`src/rtl/smbreg_pkg.sv`:
```
package smbreg_pkg;

    typedef enum logic [3:0] {
        ST_IDLE,
        ST_ADDR,
        ST_ADDR_ACK,
        ST_CMD,
        ST_CMD_ACK,
        ST_WDATA,
        ST_WDATA_ACK,
        ST_RDATA,
        ST_RDATA_ACK,
        ST_IGNORE
    } smb_state_t;

    // Power-up value of each control register
    function automatic logic [7:0] reg_default(input int idx);
        case (idx)
            0:       return 8'hFF;
            1:       return 8'hFE;
            2:       return 8'hFF;
            default: return 8'h00;
        endcase
    endfunction

endpackage

```
`src/rtl/smb_line_sync.sv`:
```
module smb_line_sync #(
    parameter int STAGES = 2
) (
    input  logic clk,
    input  logic rst_n,
    input  logic scl_in,
    input  logic sda_in,
    output logic scl_s,
    output logic sda_s,
    output logic scl_rise,
    output logic scl_fall,
    output logic start_det,
    output logic stop_det
);

    logic [STAGES-1:0] scl_q, sda_q;
    logic              scl_p, sda_p;

    always_ff @(posedge clk or negedge rst_n) begin
        if (!rst_n) begin
            scl_q <= '1;
            sda_q <= '1;
            scl_p <= 1'b1;
            sda_p <= 1'b1;
        end else begin
            scl_q <= {scl_q[STAGES-2:0], scl_in};
            sda_q <= {sda_q[STAGES-2:0], sda_in};
            scl_p <= scl_s;
            sda_p <= sda_s;
        end
    end

    assign scl_s     = scl_q[STAGES-1];
    assign sda_s     = sda_q[STAGES-1];
    assign scl_rise  = scl_s & ~scl_p;
    assign scl_fall  = ~scl_s & scl_p;
    assign start_det = scl_s & scl_p & sda_p & ~sda_s;
    assign stop_det  = scl_s & scl_p & ~sda_p & sda_s;

endmodule

```
`src/rtl/smb_reg_file.sv`:
```
module smb_reg_file
    import smbreg_pkg::*;
#(
    parameter int NREG = 8,
    parameter int AW   = 7
) (
    input  logic            clk,
    input  logic            rst_n,
    input  logic            wr_en,
    input  logic [AW-1:0]   wr_addr,
    input  logic [7:0]      wr_data,
    input  logic [AW-1:0]   rd_addr,
    output logic [7:0]      rd_data,
    output logic [NREG*8-1:0] reg_bus
);

    for (genvar k = 0; k < NREG; k++) begin : g_reg
        logic [7:0] q;
        always_ff @(posedge clk or negedge rst_n) begin
            if (!rst_n) begin
                q <= reg_default(k);
            end else if (wr_en && wr_addr == AW'(k)) begin
                q <= wr_data;
            end
        end
        assign reg_bus[k*8 +: 8] = q;
    end

    always_comb begin
        rd_data = 8'h00;
        for (int i = 0; i < NREG; i++) begin
            if (rd_addr == AW'(i)) rd_data = reg_bus[i*8 +: 8];
        end
    end

    // The controller must drop writes that fall outside the bank
    assert_write_in_range_R7: assert property (@(posedge clk) disable iff (!rst_n)
        wr_en |-> (int'(wr_addr) < NREG));

    // Without a write strobe the bank holds its contents
    assert_hold_without_write_R3: assert property (@(posedge clk) disable iff (!rst_n)
        !wr_en |=> $stable(reg_bus));

endmodule

```
`src/rtl/smb_regbank_slave.sv`:
```
module smb_regbank_slave
    import smbreg_pkg::*;
#(
    parameter int         NREG     = 8,
    parameter int         SYNC_LEN = 2,
    parameter logic [6:0] DEV_ADDR = 7'h69
) (
    input  logic              clk,
    input  logic              rst_n,
    input  logic              scl_in,
    input  logic              sda_in,
    output logic              sda_drive,
    output logic [NREG*8-1:0] reg_bus
);

    localparam int AW = 7;

    logic scl_s, sda_s, scl_rise, scl_fall, start_det, stop_det;

    smb_state_t    state, state_nx;
    logic [3:0]    bit_cnt;
    logic [7:0]    shreg;
    logic [7:0]    tx;
    logic          rw;
    logic          cnt_pend;
    logic          mst_nack;
    logic [AW-1:0] ptr;
    logic [7:0]    rd_data;
    logic          wr_en;
    logic          byte_done;
    logic          load_tx;

    smb_line_sync #(.STAGES(SYNC_LEN)) i_sync (
        .clk       (clk),
        .rst_n     (rst_n),
        .scl_in    (scl_in),
        .sda_in    (sda_in),
        .scl_s     (scl_s),
        .sda_s     (sda_s),
        .scl_rise  (scl_rise),
        .scl_fall  (scl_fall),
        .start_det (start_det),
        .stop_det  (stop_det)
    );

    smb_reg_file #(.NREG(NREG), .AW(AW)) i_regs (
        .clk     (clk),
        .rst_n   (rst_n),
        .wr_en   (wr_en),
        .wr_addr (ptr),
        .wr_data (shreg),
        .rd_addr (ptr),
        .rd_data (rd_data),
        .reg_bus (reg_bus)
    );

    assign byte_done = (bit_cnt == 4'd8);
    assign load_tx   = scl_fall && ((state == ST_ADDR_ACK && rw) ||
                                    (state == ST_RDATA_ACK && !mst_nack));

    // Next-state logic
    always_comb begin
        state_nx = state;
        if (stop_det) begin
            state_nx = ST_IDLE;
        end else if (start_det) begin
            state_nx = ST_ADDR;
        end else if (scl_fall) begin
            unique case (state)
                ST_ADDR:      if (byte_done) state_nx = (shreg[7:1] == DEV_ADDR) ? ST_ADDR_ACK : ST_IGNORE;
                ST_ADDR_ACK:  state_nx = rw ? ST_RDATA : ST_CMD;
                ST_CMD:       if (byte_done) state_nx = ST_CMD_ACK;
                ST_CMD_ACK:   state_nx = ST_WDATA;
                ST_WDATA:     if (byte_done) state_nx = ST_WDATA_ACK;
                ST_WDATA_ACK: state_nx = ST_WDATA;
                ST_RDATA:     if (byte_done) state_nx = ST_RDATA_ACK;
                ST_RDATA_ACK: state_nx = mst_nack ? ST_IGNORE : ST_RDATA;
                ST_IDLE, ST_IGNORE: state_nx = state;
                default:      state_nx = ST_IDLE;
            endcase
        end
    end

    // State register and datapath
    always_ff @(posedge clk or negedge rst_n) begin
        if (!rst_n) begin
            state    <= ST_IDLE;
            bit_cnt  <= '0;
            shreg    <= '0;
            tx       <= 8'hFF;
            rw       <= 1'b0;
            cnt_pend <= 1'b0;
            mst_nack <= 1'b1;
            ptr      <= '0;
        end else begin
            state <= state_nx;
            if (start_det || stop_det) begin
                bit_cnt <= '0;
            end else begin
                if (scl_rise && (state == ST_ADDR || state == ST_CMD || state == ST_WDATA)) begin
                    shreg   <= {shreg[6:0], sda_s};
                    bit_cnt <= bit_cnt + 4'd1;
                end
                if (scl_rise && state == ST_RDATA)     bit_cnt  <= bit_cnt + 4'd1;
                if (scl_rise && state == ST_RDATA_ACK) mst_nack <= sda_s;
                if (load_tx) begin
                    tx <= cnt_pend ? 8'(NREG) : rd_data;
                    if (cnt_pend)        cnt_pend <= 1'b0;
                    else if (ptr != '1)  ptr      <= ptr + 1'b1;
                end
                if (scl_fall) begin
                    unique case (state)
                        ST_ADDR:  if (byte_done) rw <= shreg[0];
                        ST_CMD: if (byte_done) begin
                            ptr      <= shreg[7] ? shreg[6:0] : '0;
                            cnt_pend <= ~shreg[7];
                        end
                        ST_WDATA: if (byte_done) begin
                            if (cnt_pend)       cnt_pend <= 1'b0;
                            else if (ptr != '1) ptr      <= ptr + 1'b1;
                        end
                        ST_RDATA: if (!byte_done) tx <= {tx[6:0], 1'b1};
                        ST_ADDR_ACK, ST_CMD_ACK, ST_WDATA_ACK, ST_RDATA_ACK: bit_cnt <= '0;
                        default: ;
                    endcase
                end
            end
        end
    end

    // Outputs
    always_comb begin
        sda_drive = (state == ST_ADDR_ACK) || (state == ST_CMD_ACK) ||
                    (state == ST_WDATA_ACK) || (state == ST_RDATA && !tx[7]);
        wr_en     = (state == ST_WDATA) && scl_fall && byte_done && !cnt_pend &&
                    (int'(ptr) < NREG);
    end

    assert_sda_quiet_scl_high_R10: assert property (@(posedge clk) disable iff (!rst_n)
        (scl_s && $past(scl_s)) |-> $stable(sda_drive));

    assert_stop_releases_R9: assert property (@(posedge clk) disable iff (!rst_n)
        stop_det |=> !sda_drive);

    assert_bit_count_bound_R8: assert property (@(posedge clk) disable iff (!rst_n)
        bit_cnt <= 4'd8);

    assert_foreign_addr_silent_R2: assert property (@(posedge clk) disable iff (!rst_n)
        (state == ST_ADDR && scl_fall && byte_done && shreg[7:1] != DEV_ADDR) |=> !sda_drive);

endmodule

```
`config.mk`:
```
export PLATFORM = sky130hd
export DESIGN_NAME = smb_regbank_slave
export DESIGN_NICKNAME = d
export VERILOG_FILES = /design/src/rtl/smbreg_pkg.sv /design/src/rtl/smb_line_sync.sv /design/src/rtl/smb_reg_file.sv /design/src/rtl/smb_regbank_slave.sv
export SDC_FILE = /design/constraint.sdc
export NUM_CORES = 1
export LEC_CHECK = 0
export BUFFER_PORTS_ARGS = -buffer_cell sky130_fd_sc_hd__buf_2
export CORE_MARGIN = 4
export CORE_UTILIZATION = 40
export CTS_BUF_LIST = sky130_fd_sc_hd__clkbuf_4 sky130_fd_sc_hd__clkbuf_8
export CTS_CLUSTER_DIAMETER = 100
export DETAILED_ROUTE_END_ITERATION = 16
export GPL_ROUTABILITY_DRIVEN = 0
export GPL_TIMING_DRIVEN = 0
export PLACE_DENSITY_LB_ADDON = 0.25
export SLEW_MARGIN = 20
export SYNTH_ARGS = -nofsm -noshare
export SYNTH_HDL_FRONTEND = slang
export SYNTH_SLANG_ARGS = --single-unit
```
`constraint.sdc`:
```
create_clock -name clk -period 5.72 [get_ports clk]
set_clock_uncertainty 0.2 [all_clocks]
set_input_delay 1.43 -clock clk [delete_from_list [all_inputs] [get_ports clk]]
set_output_delay 1.43 -clock clk [all_outputs]
set_load 0.005 [all_outputs]
```
==> metrics.md, run 1 <==
| Metric | Value |
|---|---|
| Final wirelength | `16,400 microns` |
| Post-CTS Resized | `0` |
| Post-DRT Antenna Nets | `0` |
| Yosys cell types | `66` |
| Top-area cell type share of the netlist area | `29.5%` |
| Leak | `0.00291 uW` |
| Initial antenna violation count | `0` |
| Max stage delay on crit path | `0.42 ns` |
| Clock Latency Late Sink | `roughly 0.38 ns` |
| Placed cell count | `775` |
| Via Count | `approximately 4,700` |
| Status | `finished, final reports clean` |
| Mapped Area | `5600 sq um` |
| Period utilization | `60.9%` |
| Cell mode on critical path | `nor2_1` |
| Vias/cell | `between 5 and 6` |
| Post-Syn Instances | `530` |
| Io pins | `69` |
| FFs w/ async S/R, synth | `100%` |
| Port Buffer Count | `68` |
| Synth area leader | `dfrtp_1` |
| Routing usage on met1 | `between 20% and 30%` |
| Commonest cells in the netlist | `mux2_2, dfrtp_1, nor2_1` |
| First-pass GRT wire length | `26,200 microns` |
| Die width | `126 microns` |
| # clock sinks | `104` |
| Finished Layout Cells | `791` |
| Post-layout nets | `620` |
| Hold path startpoint | `i_sync.sda_q[0]` |
| Grt peak-use layer | `met2` |
| Final Hold Viols | `0` |
| Critical Path AT | `1.86 ns` |
| Vias in the first global route | `about 4,700` |
| Minimum clock period | `roughly 3.5 ns` |
| Fmax | `0.287 GHz` |
| Die height | `126 microns` |
| Synth warnings | `0` |
| Layout cell share with drive strength beyond 1 | `35.1%` |
| CTS H-tree depth | `3` |
| # hold bufs at CTS | `0` |
| Clock root cell | `clkbuf_8` |
| Final setup violation count | `0` |
| Post-CTS Setup Bufs | `0` |
| Total track usage | `a little over a fifth` |
| Maximum vdd drop | `0.126 mV` |
| Max_cap viols | `0` |
| Flop-to-flop setup slack | `2.56 ns` |
| Core area | `approximately 13,000 sq um` |
| HPWL Detailed | `11,900 microns` |
| Core Rows | `42` |
| Syn Nets | `540` |
| Die footprint | `16,000 sq um` |
| RR Startpoint | `ptr[6]` |
| Top-count cell post-synth | `mux2_2` |
| Largest net degree at the start of global routing | `76` |
| Placed Area | `6190 sq um` |
| Ys flop type | `dfrtp_1` |
| CTS Buf Count | `9` |
| Slowest CP cell | `dfrtp_1` |
| Hold path depth | `0` |
| RSZ-0062 raised after global routing | `false` |
| Drc violations | `0` |
| Worst Max-Slew Pin Slew | `0.731 ns` |
| Post-synth EDFFs | `0` |
| GRT met3 Usage | `4.25%` |
| Layout area overhead | `14.2%` |
| ANT cells | `0` |
| Area contributors post-synth | `dfrtp_1, dfstp_2, mux2_2, a21oi_1, nor2_1` |
| TritonCTS clock tree | `built` |
| CTS clock-pin slew for the worst setup and hold paths | `0.10 ns` |
| Crit-path cells | `clkbuf_1 -> nor2_1 -> o22a_1 -> nor2_1 -> buf_2` |
| Routing usage on met2 | `33.1%` |
| Drt pass-1 iters | `5` |
| R2r endpoint | `tx[7]` |
| Post-Layout Inst Area | `6400 sq um` |
| CP Capture Type | `output pin` |
| Worst-path fanout max | `10` |
| Fin Setup TNS | `0 ns` |
| Pwr dens | `239 nW/um^2` |
| CTS max path bufs | `2` |
| Initial Util | `41.6%` |
| Crit path kind | `reg2out` |
| Rel. slew slack | `51.2%` |
| Seq cells post-synth | `between 100 and 150` |
| Startpoint type of the worst setup path | `flip-flop` |
| # fillers | `1,324` |
| Crit path required time | `4.09 ns` |
| Grt total ovfl | `0` |
| Mean Syn Cell Area | `10.6 sq um` |
| Seq/Total Area, Yosys | `47.3%` |
| Hold EP | `i_sync.sda_q[1]` |
| Final Slew Violations | `0` |
| Min-delay worst type | `reg2reg` |
| Reg2Reg Depth | `8` |
| Avg WL per Cell | `20.7 microns` |
| Initial detailed-routing violation count | `400` |
-- power breakdown --
part | leakage [uW] | switching, uW | internal, uW
clock network | 0.0000977 | 268 | 207
logic | 0.00151 | 168 | 75.4
registers | 0.00130 | 34.5 | 779
-- metal layers --
metal / up-vias / part of all wire (%)
met5: - / 0
met4: 0 / 3.6
met3: 34 / 5.0
met2: 168 / 48
met1: 2340 / 44
li1: 2146 / -
-- placed cells by master (no fill, tap or decap), drive strengths merged, types with 3 or more instances in the layout --
cell type  instances
o2bb2ai            3
a32oi              3
o22ai             12
nand3             16
nand2b             4
dfrtp             66
a31oi              6
nand4              7
clkinv             3
nor4               3
nor2              45
xnor2              5
xor2               4
a311oi             5
o211ai             3
nand2             31
a211oi             6
inv                8
and2               3
a311o              4
clkbuf            42
nor3              11
mux2              75
nor2b              7
dfstp             38
o221ai             3
o21ai             24
a221o              4
nand3b             3
a221oi             7
a22oi              3
or3                6
ha                 6
and3              10
buf               74
a21oi             31
-- cells by family after synthesis --
family	count (synthesis)	share of synthesized area, %
and+or+nand+nor	156	14.8
AOI/OAI and AO/OA	134	16.7
DFF	104	47.3
muxes	76	15.3
buffers and inverters	45	3.17
xor gates and xnor gates	9	1.41
adders and majority gates	6	1.34
-- final cells by class --
class,instances,area [sq um],area share (%)
inverters,7,26.3,0.411
plain buffers,38,151,2.37
flip-flops and latches,104,2650,41.4
multi-input cells,381,2770,43.3
well taps,176,220,3.44
repair buffers,69,374,5.85
clock buffers,9,124,1.94
clock inverters,7,78.8,1.23
-- through the flow --
stage	hold WS [ns]	total power [uW]	setup WS (ns)	util [%]
2_1_floorplan	0.145	962	2.97	-
3_3_place_gp	0.146	1060	1.95	45.8
3_5_place_dp	0.148	1070	2.64	46.0
4_1_cts	0.156	1550	2.22	47.6
5_1_grt	0.150	1610	2.11	47.6
6_report	0.155	1530	2.23	47.6
-- flip-flops by register name (all words and copies together), names as in the netlist --
register	cells
i_sync.scl_p	1
bit_cnt	4
state	4
mst_nack	1
rw	1
tx	8
i_sync.sda_q	2
i_sync.sda_p	1
ptr	7
i_sync.scl_q	2
i_regs.g.q	64
cnt_pend	1
shreg	8
-- how the worst max path moves through the flow --
stage / from / to / slack (ns)
floorplan: state[1] / sda_drive / 2.97
global route: state[1] / sda_drive / 2.11
global placement: rst_n / i_regs.g_reg[1].q[0] / 1.95
detailed placement: ptr[6] / tx[7] / 2.64
CTS: state[1] / sda_drive / 2.22
finish: state[1] / sda_drive / 2.23
-- critical path: cells and delay by family (launching register included) --
family	cells	cell delay (ns)
simple gates	2	0.32
compound gates	1	0.24
flops	1	0.42
buf+inv	2	0.50
Note: power is estimated with default switching activity, not from simulation.
==> run 2: changes to the inputs <==
- clock period: 5.72 -> 3.1 ns (I/O delays scaled with it)
==> run 2 against run 1 <==
Net effect: setup slack worse by 2.1 ns; power increased by 84%; via count increased by 0.34%; final cell count is 0.38% higher; sequential cell count stayed put; non-clock buffer count increased by 3; cell area up 0.78%; critical path type is now reg2reg; highest routed layer unchanged.
==> metrics.md, run 2 (same netlist as run 1, synthesis figures left out) <==
| Metric | Value |
|---|---|
| Crit path kind | `reg2reg` |
| Largest net degree at the start of global routing | `76 (unchanged)` |
| Clock root cell | `clkbuf_8` |
| CTS Buf Count | `9 (unchanged)` |
| Critical Path AT | `3.07 ns (+1.21 ns)` |
| Initial antenna violation count | `0 (unchanged)` |
| Via Count | `4,704 (+0.34%)` |
| Final Hold Viols | `0 (unchanged)` |
| Initial detailed-routing violation count | `395 (-1.3%)` |
| Commonest non-fill, non-tap cell in the layout | `mux2_2` |
| Most frequent cells in the layout | `mux2_2, buf_2, dfrtp_1` |
| Layout area overhead | `15.1%` |
| HPWL Detailed | `11,900 microns (unchanged)` |
| RSZ-0062 raised after global routing | `false` |
| Final Util | `47.9% (+0.37 points)` |
| Fmax | `0.338 GHz` |
| CP top delay family | `simple AND/OR/NAND/NOR gates` |
| Status | `finished, final reports clean` |
| ANT cells | `0 (unchanged)` |
| First-pass GRT wire length | `26,200 microns (unchanged)` |
| Rel. slew slack | `52.2% (+1.0 points)` |
| Maximum vdd drop | `0.230 mV (+82%)` |
| Max reg flops | `64 (unchanged)` |
| Pwr dens | `438 nW/um^2 (+83%)` |
| Placed Area | `6190 sq um (unchanged)` |
| Routing usage on met1 | `27.6% (unchanged)` |
| Port Buffer Count | `68 (unchanged)` |
| Final wirelength | `16,300 microns (-0.28%)` |
| Final setup violation count | `0 (unchanged)` |
| Drc violations | `0 (unchanged)` |
| Initial Util | `41.6% (unchanged)` |
| Io pins | `69 (unchanged)` |
| Clock Latency Late Sink | `0.38 ns (about the same)` |
| Biggest register | `i_regs.g.q` |
| Final Slew Violations | `0 (unchanged)` |
| Routing usage on met2 | `33.1% (unchanged)` |
| Post-layout nets | `623 (+0.48%)` |
| Period utilization | `between 90 and 100%` |
| Leak | `0.00293 uW (+0.66%)` |
| Drt pass-1 iters | `5 (unchanged)` |
| Vias/cell | `5.92 (about the same)` |
| Post-DRT Antenna Nets | `0 (unchanged)` |
| Minimum clock period | `2.96 ns` |
| Layout cell share with drive strength beyond 1 | `36.2% (+1.1 points)` |
| Slowest CP cell | `or4b_1` |
| Min-delay worst type | `in2async` |
| CTS max path bufs | `2 (unchanged)` |
| TritonCTS clock tree | `built` |
| Tot Pwr | `2820 uW (+84%)` |
| Worst Max-Slew Pin Slew | `0.716 ns (-0.0151 ns)` |
| CTS H-tree depth | `3 (unchanged)` |
| Die width | `126 microns (unchanged)` |
| Grt total ovfl | `0 (unchanged)` |
| Die height | `126 microns (unchanged)` |
| Max_cap viols | `0 (unchanged)` |
| # clock sinks | `104 (unchanged)` |
| CTS clock-pin slew for the worst setup and hold paths | `0.10 ns (about the same)` |
| Core area | `13,500 sq um (unchanged)` |
| Post-Layout Inst Area | `6450 sq um (+0.78%)` |
| CP bufs+invs | `2 (unchanged)` |
| Startpoint type of the worst setup path | `flip-flop` |
| GRT met3 Usage | `4.25% (unchanged)` |
| Worst-path fanout max | `10 (unchanged)` |
| Vias in the first global route | `4,692 (unchanged)` |
| CP Capture Type | `flip-flop` |
| # fillers | `1,318 (-0.45%)` |
| Total track usage | `20.8% (unchanged)` |
| Crit path required time | `3.22 ns (-0.87 ns)` |
| Crit-path cells | `inv_1 -> ha_1 -> or4b_1 -> or3_1 -> clkbuf_1 -> o21ai_0 -> a31oi_1 -> a311o_1` |
| Biggest regs | `i_regs.g.q (64), shreg (8), tx (8)` |
| Grt peak-use layer | `met2` |
| Die footprint | `16,000 sq um (unchanged)` |
| Avg WL per Cell | `20.6 microns (-0.66%)` |
| Max stage delay on crit path | `0.56 ns (+0.14 ns)` |
| Core Rows | `42 (unchanged)` |
==> run 2: final cells by class <==
class	instances	area (sq um)	area share [%]
Buffer	38	153	2.37
Clock buffer	9	124	1.92
Clock inverter	7	78.8	1.22
Inverter	7	26.3	0.408
Multi-Input combinational cell	381	2800	43.4
Sequential cell	104	2650	41.1
Tap cell	176	220	3.42
Timing Repair Buffer	72	397	6.15
==> run 2: metrics by stage <==
stage	std cells	hold WS [ns]	setup slack, ns	setup TNS (ns)
2_1_floorplan	530	0.145	0.588	0
3_3_place_gp	774	0.146	-0.0123	-0.277
3_5_place_dp	775	0.148	0.0193	0
4_1_cts	791	0.0406	0.00547	0
5_1_grt	794	0.0521	0.0227	0
6_report	794	0.0535	0.143	0
==> run 2: final timing paths <==
| kind | from | end | slack, ns | cells after the start |
|---|---|---|---|---|
| max in group asynchronous | rst_n | i_regs.g_reg[1].q[3] | 1.96 | 2 |
| worst min register to register | i_sync.sda_q[0] | i_sync.sda_q[1] | 0.16 | 0 |
| worst min-delay path | rst_n | i_regs.g_reg[5].q[6] | 0.05 | 1 |
| worst max-delay path | ptr[1] | tx[5] | 0.14 | 8 |
| worst max register to register | ptr[1] | tx[5] | 0.14 | 8 |
| min in group clk | i_sync.sda_q[0] | i_sync.sda_q[1] | 0.16 | 0 |
==> run 2: power by group <==
| part | leakage [uW] | internal, uW | total (uW) | switching [uW] |
|---|---|---|---|---|
| logic | 0.00153 | 138 | 446 | 308 |
| clock network | 0.0000977 | 382 | 872 | 490 |
| registers | 0.00130 | 1440 | 1500 | 64.7 |
| total | 0.00293 | 1960 | 2820 | 863 |
==> run 2: layer usage <==
metal	share of wire, %	wire [microns]	vias to the layer above
met5	0	0	-
met4	3.6	588	0
met3	5.4	885	33
met2	48	7840	168
met1	43	7010	2351
li1	-	-	2152
==> run 2: timing repair <==
action / 4_1_cts / 5_1_grt
hold buffers: 0 / 0
setup endpoints to repair: 0 / 33
gates resized for setup: 0 / 7
buffers inserted: 0 / 3
